`src/rtl/ide_irq_pkg.sv`:
```
package ide_irq_pkg;

  localparam int REG_W = 8;

  // Next status bit: an edge on the line wins over a software clear.
  function automatic logic stat_next(logic cur, logic clr, logic rise, logic fall);
    logic after_wr;
    after_wr = cur & ~clr;
    if (rise)      return 1'b1;
    else if (fall) return 1'b0;
    else           return after_wr;
  endfunction

  // Next forwarded level of one channel.
  function automatic logic fwd_next(logic cur, logic rise, logic fall, logic wr,
                                    logic stat_n, logic mask_n);
    if (fall)                       return 1'b0;
    else if (rise && !mask_n)       return 1'b1;
    else if (wr && stat_n && !mask_n) return 1'b1;
    else                            return cur;
  endfunction

endpackage

```
`src/rtl/irq_edge_det.sv`:
```
module irq_edge_det #(
  parameter int NUM_CH = 2
) (
  input  logic              clk,
  input  logic              rst_n,
  input  logic [NUM_CH-1:0] lvl_in,
  output logic [NUM_CH-1:0] rise_o,
  output logic [NUM_CH-1:0] fall_o
);
  logic [NUM_CH-1:0] prev_q;

  always_ff @(posedge clk) begin
    if (!rst_n) prev_q <= '0;
    else        prev_q <= lvl_in;
  end

  assign rise_o = lvl_in & ~prev_q;
  assign fall_o = ~lvl_in & prev_q;
endmodule

```
`src/rtl/irq_mask_reg.sv`:
```
module irq_mask_reg #(
  parameter int NUM_CH = 2
) (
  input  logic              clk,
  input  logic              rst_n,
  input  logic              wr_hit,
  input  logic [NUM_CH-1:0] wr_mask,
  output logic [NUM_CH-1:0] mask_q,
  output logic [NUM_CH-1:0] mask_n
);
  assign mask_n = wr_hit ? wr_mask : mask_q;

  always_ff @(posedge clk) begin
    if (!rst_n) mask_q <= '0;
    else        mask_q <= mask_n;
  end
endmodule

```
`src/rtl/irq_chan_slice.sv`:
```
module irq_chan_slice
  import ide_irq_pkg::*;
(
  input  logic clk,
  input  logic rst_n,
  input  logic rise,
  input  logic fall,
  input  logic wr_hit,
  input  logic clr_bit,
  input  logic mask_n,
  output logic stat_q,
  output logic fwd_q
);
  logic stat_d;
  logic fwd_d;

  always_comb begin
    stat_d = stat_next(stat_q, wr_hit & clr_bit, rise, fall);
    fwd_d  = fwd_next(fwd_q, rise, fall, wr_hit, stat_d, mask_n);
  end

  always_ff @(posedge clk) begin
    if (!rst_n) begin
      stat_q <= 1'b0;
      fwd_q  <= 1'b0;
    end else begin
      stat_q <= stat_d;
      fwd_q  <= fwd_d;
    end
  end
endmodule

```
`src/rtl/ide_irq_combiner.sv`:
```
module ide_irq_combiner
  import ide_irq_pkg::*;
#(
  parameter int NUM_CH     = 2,
  parameter int ADDR_W     = 4,
  parameter int REG_OFFSET = 1,
  parameter int STAT_LSB   = 2
) (
  input  logic              clk,
  input  logic              rst_n,
  input  logic [ADDR_W-1:0] reg_addr,
  input  logic              reg_wr_en,
  input  logic [REG_W-1:0]  reg_wr_data,
  output logic [REG_W-1:0]  reg_rd_data,
  input  logic [NUM_CH-1:0] chan_irq,
  output logic              host_irq
);
  localparam int MASK_LSB = STAT_LSB + NUM_CH;

  // Named internal events, brought out for the checker.
  logic              addr_hit;
  logic              wr_hit;
  logic [NUM_CH-1:0] rise_evt;
  logic [NUM_CH-1:0] fall_evt;
  logic [NUM_CH-1:0] stat_q;
  logic [NUM_CH-1:0] fwd_q;
  logic [NUM_CH-1:0] mask_q;
  logic [NUM_CH-1:0] mask_n;
  logic [NUM_CH-1:0] clr_bits;
  logic [REG_W-1:0]  reg_image;
  logic              unused_wr_bits;

  assign addr_hit = (reg_addr == ADDR_W'(REG_OFFSET));
  assign wr_hit   = reg_wr_en & addr_hit;
  assign clr_bits = reg_wr_data[STAT_LSB +: NUM_CH];
  assign unused_wr_bits = ^reg_wr_data;

  irq_edge_det #(.NUM_CH(NUM_CH)) u_edge (
    .clk(clk), .rst_n(rst_n), .lvl_in(chan_irq),
    .rise_o(rise_evt), .fall_o(fall_evt)
  );

  irq_mask_reg #(.NUM_CH(NUM_CH)) u_mask (
    .clk(clk), .rst_n(rst_n), .wr_hit(wr_hit),
    .wr_mask(reg_wr_data[MASK_LSB +: NUM_CH]),
    .mask_q(mask_q), .mask_n(mask_n)
  );

  for (genvar c = 0; c < NUM_CH; c++) begin : g_chan
    irq_chan_slice u_slice (
      .clk(clk), .rst_n(rst_n),
      .rise(rise_evt[c]), .fall(fall_evt[c]),
      .wr_hit(wr_hit), .clr_bit(clr_bits[c]), .mask_n(mask_n[c]),
      .stat_q(stat_q[c]), .fwd_q(fwd_q[c])
    );
  end

  always_comb begin
    reg_image = '0;
    reg_image[STAT_LSB +: NUM_CH] = stat_q;
    reg_image[MASK_LSB +: NUM_CH] = mask_q;
  end

  assign reg_rd_data = addr_hit ? reg_image : '0;
  assign host_irq    = |fwd_q;
endmodule

```
`config.mk`:
```
export PLATFORM = sky130hd
export DESIGN_NAME = ide_irq_combiner
export DESIGN_NICKNAME = d
export VERILOG_FILES = /design/src/rtl/ide_irq_pkg.sv /design/src/rtl/irq_edge_det.sv /design/src/rtl/irq_mask_reg.sv /design/src/rtl/irq_chan_slice.sv /design/src/rtl/ide_irq_combiner.sv
export SDC_FILE = /design/constraint.sdc
export NUM_CORES = 1
export LEC_CHECK = 0
export ABC_CLOCK_PERIOD_IN_PS = 1510
export BUFFER_PORTS_ARGS = -buffer_cell sky130_fd_sc_hd__buf_2
export CORE_AREA = 2 2 39 41
export CTS_CLUSTER_SIZE = 14
export DETAILED_ROUTE_END_ITERATION = 10
export DIE_AREA = 0 0 41 43
export SETUP_SLACK_MARGIN = 0.4
export SLEW_MARGIN = 20
export SYNTH_ARGS = -nofsm -noshare
export SYNTH_HDL_FRONTEND = slang
export SYNTH_SLANG_ARGS = --single-unit
```
`constraint.sdc`:
```
create_clock -name clk -period 1.51 [get_ports clk]
set_input_delay 0.151 -clock clk [delete_from_list [all_inputs] [get_ports clk]]
set_output_delay 0.151 -clock clk [all_outputs]
set_load 0.05 [all_outputs]
```
==> results.md, run 1 <==
- Status: finished clean
- Cts hold-fix bufs: 0
- Hold WC Path Type: input port to register
- Fin area: around 660 sq um
- Cell Area, Placed: ~540 sq um
- CTS tree: done
- Layout Skew: 0.206 ps
- Number of DRC markers in iteration 0: 12
- Min-delay src: chan_irq[1]
- Most frequent cells in the layout: buf_2, dfxtp_1, nand3_1, buf_8
- Clock transition at the registers of the reported paths: 50 ps
- Final Cycle Share: 75.3%
- Share of cells above drive strength 1: 45.3%
- Synth warn: 0
- Crit Path Category: register to register
- Final Max Tran Viols: 0
- Vias: between 400 and 500
- Max Fclk: 880 MHz
- Post-layout nets: 94
- Pre-antenna DRT Iters: 4
- CTS Sinks: 8
- Largest cells by area after synthesis: dfxtp_1, nand3_1, and2_2, buf_4, nand2b_1
- Register area: ~160 sq um
- #FFs+latches synth: 8
- Worst setup SP type: register
- Maximum root-to-sink buffer count: 2
- Area of the multi-input gates: between 200 and 300 sq um
- Congestion Overflow GR: 0
- Design Power: 0.517 mW
- Root buffer cell: clkbuf_4
- Tmin final: ~1100 ps
- Via-to-Cell Ratio: 4.93
- GRT Resource Usage Total: 13.3%
- Final Setup Violations: 0
- DP HPWL: 723 um
- CTS Buf Count: 3
- PortBufs: 17
- PwrDens: 782 nW/um^2
- Dpl ws: 178 ps
- Critical Path RT: 1650 ps
- Worst EP arrival: about 1300 ps
- DRC viols: 0
- CORE AREA: 1380 sq um
- Area grow syn2layout: 51.7%
- Top cell type's share of synthesized area: 36.8%
- Sequential area share after synthesis: 36.8%
- Num rows: 14
- First-pass GRT wire length: roughly 1500 um
- Drt wl/cell: 10.5 um
- # fillers: 137
- GP Congestion: 0.792
- Final hold vios: 0
- Die Y-Extent: 43 um
- Initial Utilization: 31.5%
- Max IR drop VDD: ~0.4 mV
- H-tree depth: 1
- Mapped Area: between 400 and 500 sq um
- Worst Setup SP: u_edge.prev_q[1]
- Clock insertion delay at the later pin of the skew report: 250 ps
- Mean Syn Cell Area: 8.54 sq um
- Number of antenna diodes: 0
- Critical R2R Launch: u_edge.prev_q[1]
- Vias in the first global route: 381
- Largest net degree at the start of global routing: 7
- CP Max Fanout: 3
- Setup TNS: 0 ps
- RSZ-0062 raised after global routing: true
- Die footprint: about 1800 sq um
- Post-synthesis cell count: 51
- Antenna-violating nets left: 0
- Die W: a little over 40 um
- Max-cap check violation count: 0
- Leakage power: ~0.31 nW
- Post-synthesis cell type count: 20
- PnR worst setup slack: 373 ps
- Leading area contributor after synthesis: dfxtp_1
- Most common cell after layout, fill and taps aside: buf_2
- I/O pin count: 26
- Final Routed Wirelength: 959 um
- Crit end category: register
- Initial antenna violation count: 0
- Worst hold margin: 137 ps
## cell families after synthesis
family	after synthesis	share of synthesized area, %
AOI/OAI and AO/OA	9	12.4
other	1	0.861
DFF	8	36.8
buffers and inverters	6	8.62
and+or+nand+nor	27	41.4
## sequential cells by signal, indices dropped and copies added (netlist names)
| name | flops |
|---|---|
| u_edge.prev_q | 2 |
| u_mask.mask_q | 2 |
| g_chan.u_slice.fwd_q | 2 |
| g_chan.u_slice.stat_q | 2 |
## power by group
part / total (mW) / switching [mW] / internal, mW / leakage [nW]
Clock: 0.160 / 0.0692 / 0.0907 / 0.0138
Combinational: 0.125 / 0.0714 / 0.0535 / 0.230
Sequential: 0.232 / 0.00759 / 0.224 / 0.0664
## synthesized netlist by cell type (all sizes together)
| master | n |
|---|---|
| nor4b | 1 |
| and3b | 1 |
| o311a | 1 |
| inv | 2 |
| dfxtp | 8 |
| nor2 | 2 |
| and2 | 6 |
| nand2 | 4 |
| buf | 4 |
| a31oi | 3 |
| nand2b | 4 |
| and2b | 1 |
| nor3 | 1 |
| o21ai | 1 |
| or2 | 1 |
| a21oi | 4 |
| nand3 | 6 |
| conb | 1 |
## critical path, stage by stage, from the launching register on
cell and delay [ps]:
dfxtp_2 320, and2b_2 220, and3b_1 180, o311a_1 320
## per-stage QoR
| stage | cells | util (%) |
|---|---|---|
| after floorplan | 54 | - |
| after CTS | 91 | 46.9 |
| final | 91 | 47.7 |
| after detailed placement | 85 | 38.8 |
| after global placement | 85 | 38.8 |
| after global routing | 91 | 47.7 |
## path summary, 6_finish.rpt
path,end,depth (start not counted),slack [ps]
setup / recovery,g_chan[1].u_slice.fwd_q,3,370
hold / removal,u_edge.prev_q[1],2,140
setup reg to reg,g_chan[1].u_slice.fwd_q,3,370
hold reg to reg,u_mask.mask_q[0],2,490
## per-layer routing
| metal | GRT usage (%) | vias up | routed length, um |
|---|---|---|---|
| li1 | - | 218 | - |
| met1 | 14.5 | 206 | 390 |
| met2 | 20.6 | 21 | 486 |
| met3 | 1.57 | 4 | 57 |
| met4 | 12.0 | 0 | 23 |
| met5 | 0 | - | 0 |
## what timing repair did
action	CTS	global route
setup buffers	3	0
pin swaps	3	1
gates resized for setup	22	3
endpoints found under the setup margin	6	7
## area by class of cell
cell class	instances	area share, %
Inverter	2	1.14
Multi-Input combinational cell	40	38.8
Sequential cell	8	24.4
Tap cell	16	3.03
Timing Repair Buffer	22	29.2
Clock buffer	3	3.41
Power figures use the tool's default switching activity.
==> run 2: changes to the inputs <==
--- a/config.mk
+++ b/config.mk
@@ -5,12 +5,13 @@
 export SDC_FILE = /design/constraint.sdc
 export NUM_CORES = 1
 export LEC_CHECK = 0
-export ABC_CLOCK_PERIOD_IN_PS = 1510
+export ABC_CLOCK_PERIOD_IN_PS = 970
 export BUFFER_PORTS_ARGS = -buffer_cell sky130_fd_sc_hd__buf_2
 export CORE_AREA = 2 2 39 41
 export CTS_CLUSTER_SIZE = 14
 export DETAILED_ROUTE_END_ITERATION = 10
 export DIE_AREA = 0 0 41 43
+export PLACE_DENSITY = 0.66
 export SETUP_SLACK_MARGIN = 0.4
 export SLEW_MARGIN = 20
 export SYNTH_ARGS = -nofsm -noshare
==> constraint.sdc (replaced) <==
create_clock -name clk -period 0.97 [get_ports clk]
set_input_delay 0.097 -clock clk [delete_from_list [all_inputs] [get_ports clk]]
set_output_delay 0.097 -clock clk [all_outputs]
set_load 0.05 [all_outputs]
==> results.md, run 2 (synthesized netlist as in run 1, its figures left out) <==
- Setup TNS: -393 ps
- PnR worst setup slack: -174 ps
- Num rows: 14
- Worst hold margin: 61.4 ps
- Final Routed Wirelength: 1100 um
- CTS Buf Count: 3
- CP Max Fanout: 3
- Largest net degree at the start of global routing: 8
- Via-to-Cell Ratio: 4.72
- Slowest CP cell: dfxtp_2
- Final Cycle Share: 118%
- Worst EP arrival: approximately 1300 ps
- CTS Sinks: 8
- DRC viols: 0
- DP HPWL: 749 um
- Max-cap check violation count: 0
- Crit end category: register
- Pint: 0.593 mW
- Area grow syn2layout: 75.9%
- Worst setup SP type: register
- Max IR drop VDD: 0.754 mV
- Worst Setup SP: u_edge.prev_q[1]
- Initial antenna violation count: 0
- Failing checks: negative setup slack
- Critical R2R Launch: u_edge.prev_q[1]
- Sw power: about 0.26 mW
- Hold WC Path Type: input port to register
- Number of antenna diodes: 0
- Root buffer cell: clkbuf_4
- Leakage power: around 0.34 nW
- Crit Path Category: register to register
- Final Max Tran Viols: 0
- Final Setup Violations: 6
- Final hold vios: 0
- PwrDens: between 1000 and 1500 nW/um^2
- Die W: ~41 um
- Clock network power share: 30.6%
- Max Fclk: 874 MHz
- Worst-path cell chain: and2b_2, and3b_1, o311a_1
- Vias: 448
- Post-layout nets: slightly below 100
- Design Power: between 0.8 and 0.9 mW
- Die Y-Extent: 43 um
- Critical Path RT: 1120 ps
- Min-delay src: chan_irq[1]
- # fillers: roughly 130
- Pre-antenna DRT Iters: 4
- GRT Resource Usage Total: 14.0%
- Most common cell after layout, fill and taps aside: buf_2
- H-tree depth: 1
- Dpl ws: -274 ps
- CORE AREA: 1380 sq um
- Clock insertion delay at the later pin of the skew report: 250 ps
- RSZ-0062 raised after global routing: true
- Die footprint: 1760 sq um
- Crit path largest cell delay: 320 ps
- I/O pin count: 26
- Initial Utilization: 31.5%
- Clock transition at the registers of the reported paths: 60 ps
- Comb power frac: roughly a quarter
- Tmin final: 1140 ps
- Congestion Overflow GR: 0
- Layout Skew: 0.136 ps
- CTS tree: done
- Antenna-violating nets left: 0
- Vias in the first global route: 429
- Most frequent cells in the layout: buf_2, buf_6, dfxtp_2
- Drt wl/cell: ~12 um
- Share of cells above drive strength 1: between 60% and 70%
- Maximum root-to-sink buffer count: 2
- Status: complete, but fails checks
- GP Congestion: 0.808
- Number of DRC markers in iteration 0: 4
- Switching portion of total power: 30.6%
- Sequential cell fraction of total power: 43.0%
- PortBufs: 17
- First-pass GRT wire length: between 1500 and 2000 um
==> run 2: cell count changes in the layout (fill, tap and decap cells not counted), sizes merged <==
cell,delta
buf,+4
==> run 2: routing by layer <==
layer | GRT usage, % | part of all wire [%] | vias up
li1 | - | - | 226
met1 | 16.2 | 40 | 204
met2 | 22.2 | 54 | 16
met3 | 1.57 | 4.0 | 2
met4 | 10.0 | 1.3 | 0
met5 | 0 | 0 | -
==> run 2: cell type report <==
cell class,instances,area (sq um),share of cell area [%]
sequential,8,166,21.7
inverter,2,7.51,0.980
tap,16,20.0,2.61
multi-input combinational,40,319,41.7
clock buffer,3,22.5,2.94
timing repair buffer,26,230,30.1
==> run 2: worst paths after layout <==
check / end / depth (start not counted) / slack (ps)
min: u_edge.prev_q[1] / 2 / 60
max reg2reg: g_chan[1].u_slice.fwd_q / 3 / -170
max: g_chan[1].u_slice.fwd_q / 3 / -170
min reg2reg: g_chan[0].u_slice.stat_q / 2 / 480
==> run 2: critical path: cells and delay by family, from the launching register on <==
kind | cells | cell delay [ps]
AO/OA/AOI/OAI | 1 | 310
flip-flops | 1 | 320
AND/OR/NAND/NOR | 2 | 390
==> run 2: timing repair <==
item                       CTS  global route
resized for setup           27            15
gates cloned                 0             0
pin swaps                    9             5
buffers inserted             2             0
hold buffers                 0             0
setup endpoints to repair   11            11
==> run 2: power groups by stage <==
| stage | sequential (mW) | clock, mW | combinational, mW |
|---|---|---|---|
| floorplan | 0.364 | 0 | 0.127 |
| global placement | 0.368 | 0 | 0.173 |
| detailed placement | 0.368 | 0 | 0.174 |
| CTS | 0.362 | 0.267 | 0.203 |
| global route | 0.370 | 0.276 | 0.242 |
| finish | 0.368 | 0.261 | 0.226 |
==> run 2: per-stage QoR <==
| stage | area, sq um | util, % | instances |
|---|---|---|---|
| global placement | 577 | 41.7 | 90 |
| floorplan | 449 | - | 54 |
| finish | 766 | 55.3 | 95 |
| detailed placement | 577 | 41.7 | 90 |
| global route | 766 | 55.3 | 95 |
| CTS | 699 | 50.5 | 95 |
==> run 3: changes to the inputs <==
--- a/config.mk
+++ b/config.mk
@@ -6,9 +6,9 @@
 export NUM_CORES = 1
 export LEC_CHECK = 0
 export ABC_CLOCK_PERIOD_IN_PS = 970
-export BUFFER_PORTS_ARGS = -buffer_cell sky130_fd_sc_hd__buf_2
+export BUFFER_PORTS_ARGS = -buffer_cell sky130_fd_sc_hd__clkbuf_2
 export CORE_AREA = 2 2 39 41
-export CTS_CLUSTER_SIZE = 14
+export CTS_CLUSTER_SIZE = 40
 export DETAILED_ROUTE_END_ITERATION = 10
 export DIE_AREA = 0 0 41 43
 export PLACE_DENSITY = 0.66
==> results.md, run 3 (synthesized netlist as in run 1, its figures left out) <==
- Worst setup SP type: register
- Clock transition at the registers of the reported paths: 50 ps
- Initial Utilization: 31.5%
- Crit Path Category: register to register
- Slowest CP cell: dfxtp_2
- Number of DRC markers in iteration 0: 7
- CTS tree: done
- Vias in the first global route: 467
- Worst Setup SP: u_edge.prev_q[1]
- Drt wl/cell: 12.8 um
- Congestion Overflow GR: 0
- Num rows: 14
- Final hold vios: 0
- Crit-path leading delay family: simple AND/OR/NAND/NOR gates
- DP HPWL: 729 um
- GP Congestion: 0.814
- Cts hold-fix bufs: 0
- RSZ-0062 raised after global routing: true
- Comb power frac: 26.6%
- Final Routed Wirelength: 1230 um
- Critical Path RT: roughly 1100 ps
- Via-to-Cell Ratio: 4.82
- Clock insertion delay at the later pin of the skew report: about 260 ps
- Vias: 463
- CORE AREA: 1380 sq um
- GRT Resource Usage Total: 14.7%
- Initial antenna violation count: 0
- Min-delay src: chan_irq[1]
- Most frequent cells in the layout: clkbuf_2, dfxtp_2, buf_6
- Max-cap check violation count: 0
- Share of cells above drive strength 1: 67.5%
- Status: complete, but fails checks
- Die W: 41 um
- Largest net degree at the start of global routing: 7
- Dpl ws: -263 ps
- I/O pin count: 26
- Number of antenna diodes: 0
- Final Setup Violations: 6
- Leakage power: 0.366 nW
- Layout Cells excl Fill: 96
- Hold WC Path Type: input port to register
- Failing checks: negative setup slack
- First-pass GRT wire length: between 1500 and 2000 um
- DRC viols: 0
- Root buffer cell: clkbuf_4
- Layout Skew: roughly 0.26 ps
- Dpl cells: 90
- PnR worst setup slack: -166 ps
- Max Fclk: 880 MHz
- Max IR drop VDD: 0.527 mV
- Critical R2R Launch: u_edge.prev_q[1]
- PwrDens: 1060 nW/um^2
- Worst EP arrival: 1290 ps
- Crit path largest cell delay: 320 ps
- CTS Sinks: 8
- Pint: 0.598 mW
- Critical path buffers and inverters: 0
- Antenna-violating nets left: 0
- Most common cell after layout, fill and taps aside: clkbuf_2
- Clock network power share: 31.0%
- Worst-path cell chain: and2b_2, and3b_1, o311a_1
- Area grow syn2layout: 87.1%
- Die footprint: about 1800 sq um
- Sw power: about 0.26 mW
- Pre-antenna DRT Iters: 4
- Post-layout nets: 99
- CP Max Fanout: 3
- CTS Buf Count: 3
- Final Max Tran Viols: 0
- Sequential cell fraction of total power: 42.4%
- Final Cycle Share: 117%
- H-tree depth: 1
- PortBufs: 17
- # fillers: roughly 110
- Tmin final: approximately 1100 ps
- Switching portion of total power: 30.5%
- Die Y-Extent: 43 um
- Maximum root-to-sink buffer count: 2
- Crit end category: register
## run 3: final cells by class
type,count,area (sq um),area share (%)
multi-input combinational,40,300,36.9
timing repair buffer,27,297,36.4
sequential,8,168,20.6
clock buffer,3,22.5,2.76
tap,16,20.0,2.46
inverter,2,7.51,0.922
## run 3: worst paths after layout
path                            depth (start not counted)                  endpoint  slack (ps)
worst max-delay path                                    3   g_chan[1].u_slice.fwd_q        -170
worst min-delay path                                    2          u_edge.prev_q[1]          70
worst max register to register                          3   g_chan[1].u_slice.fwd_q        -170
worst min register to register                          2  g_chan[0].u_slice.stat_q         480
## run 3: metal layers
metal | wire length, um | track usage [%]
met1 | 452 | 15.4
met2 | 663 | 22.8
met3 | 72 | 4.71
met4 | 36 | 11.3
met5 | 0 | 0
## run 3: repair_timing
| item | in CTS | in global routing |
|---|---|---|
| setup buffers | 1 | 2 |
| gates cloned | 0 | 0 |
| pin swaps | 10 | 4 |
| setup endpoints to repair | 11 | 11 |
| resized for setup | 33 | 11 |
## run 3: per-stage QoR
stage               util, %  TNS (ps)  instance area, sq um  power (mW)  hold slack (ps)
finish                 58.9      -481                   815       0.861             72.6
floorplan                 -      -497                   449       0.491              219
CTS                    55.8      -648                   772       0.842             75.1
global placement       41.7     -1250                   577       0.541              326
detailed placement     41.7     -1420                   577       0.541              329
global route           58.9      -725                   815       0.895             80.9
## run 3: power groups by stage
stage / sequential (mW) / clock (mW) / combinational, mW
final: 0.365 / 0.267 / 0.229
after CTS: 0.363 / 0.267 / 0.212
after detailed placement: 0.368 / 0 / 0.174
after floorplan: 0.364 / 0 / 0.127
after global routing: 0.368 / 0.284 / 0.244
after global placement: 0.368 / 0 / 0.173
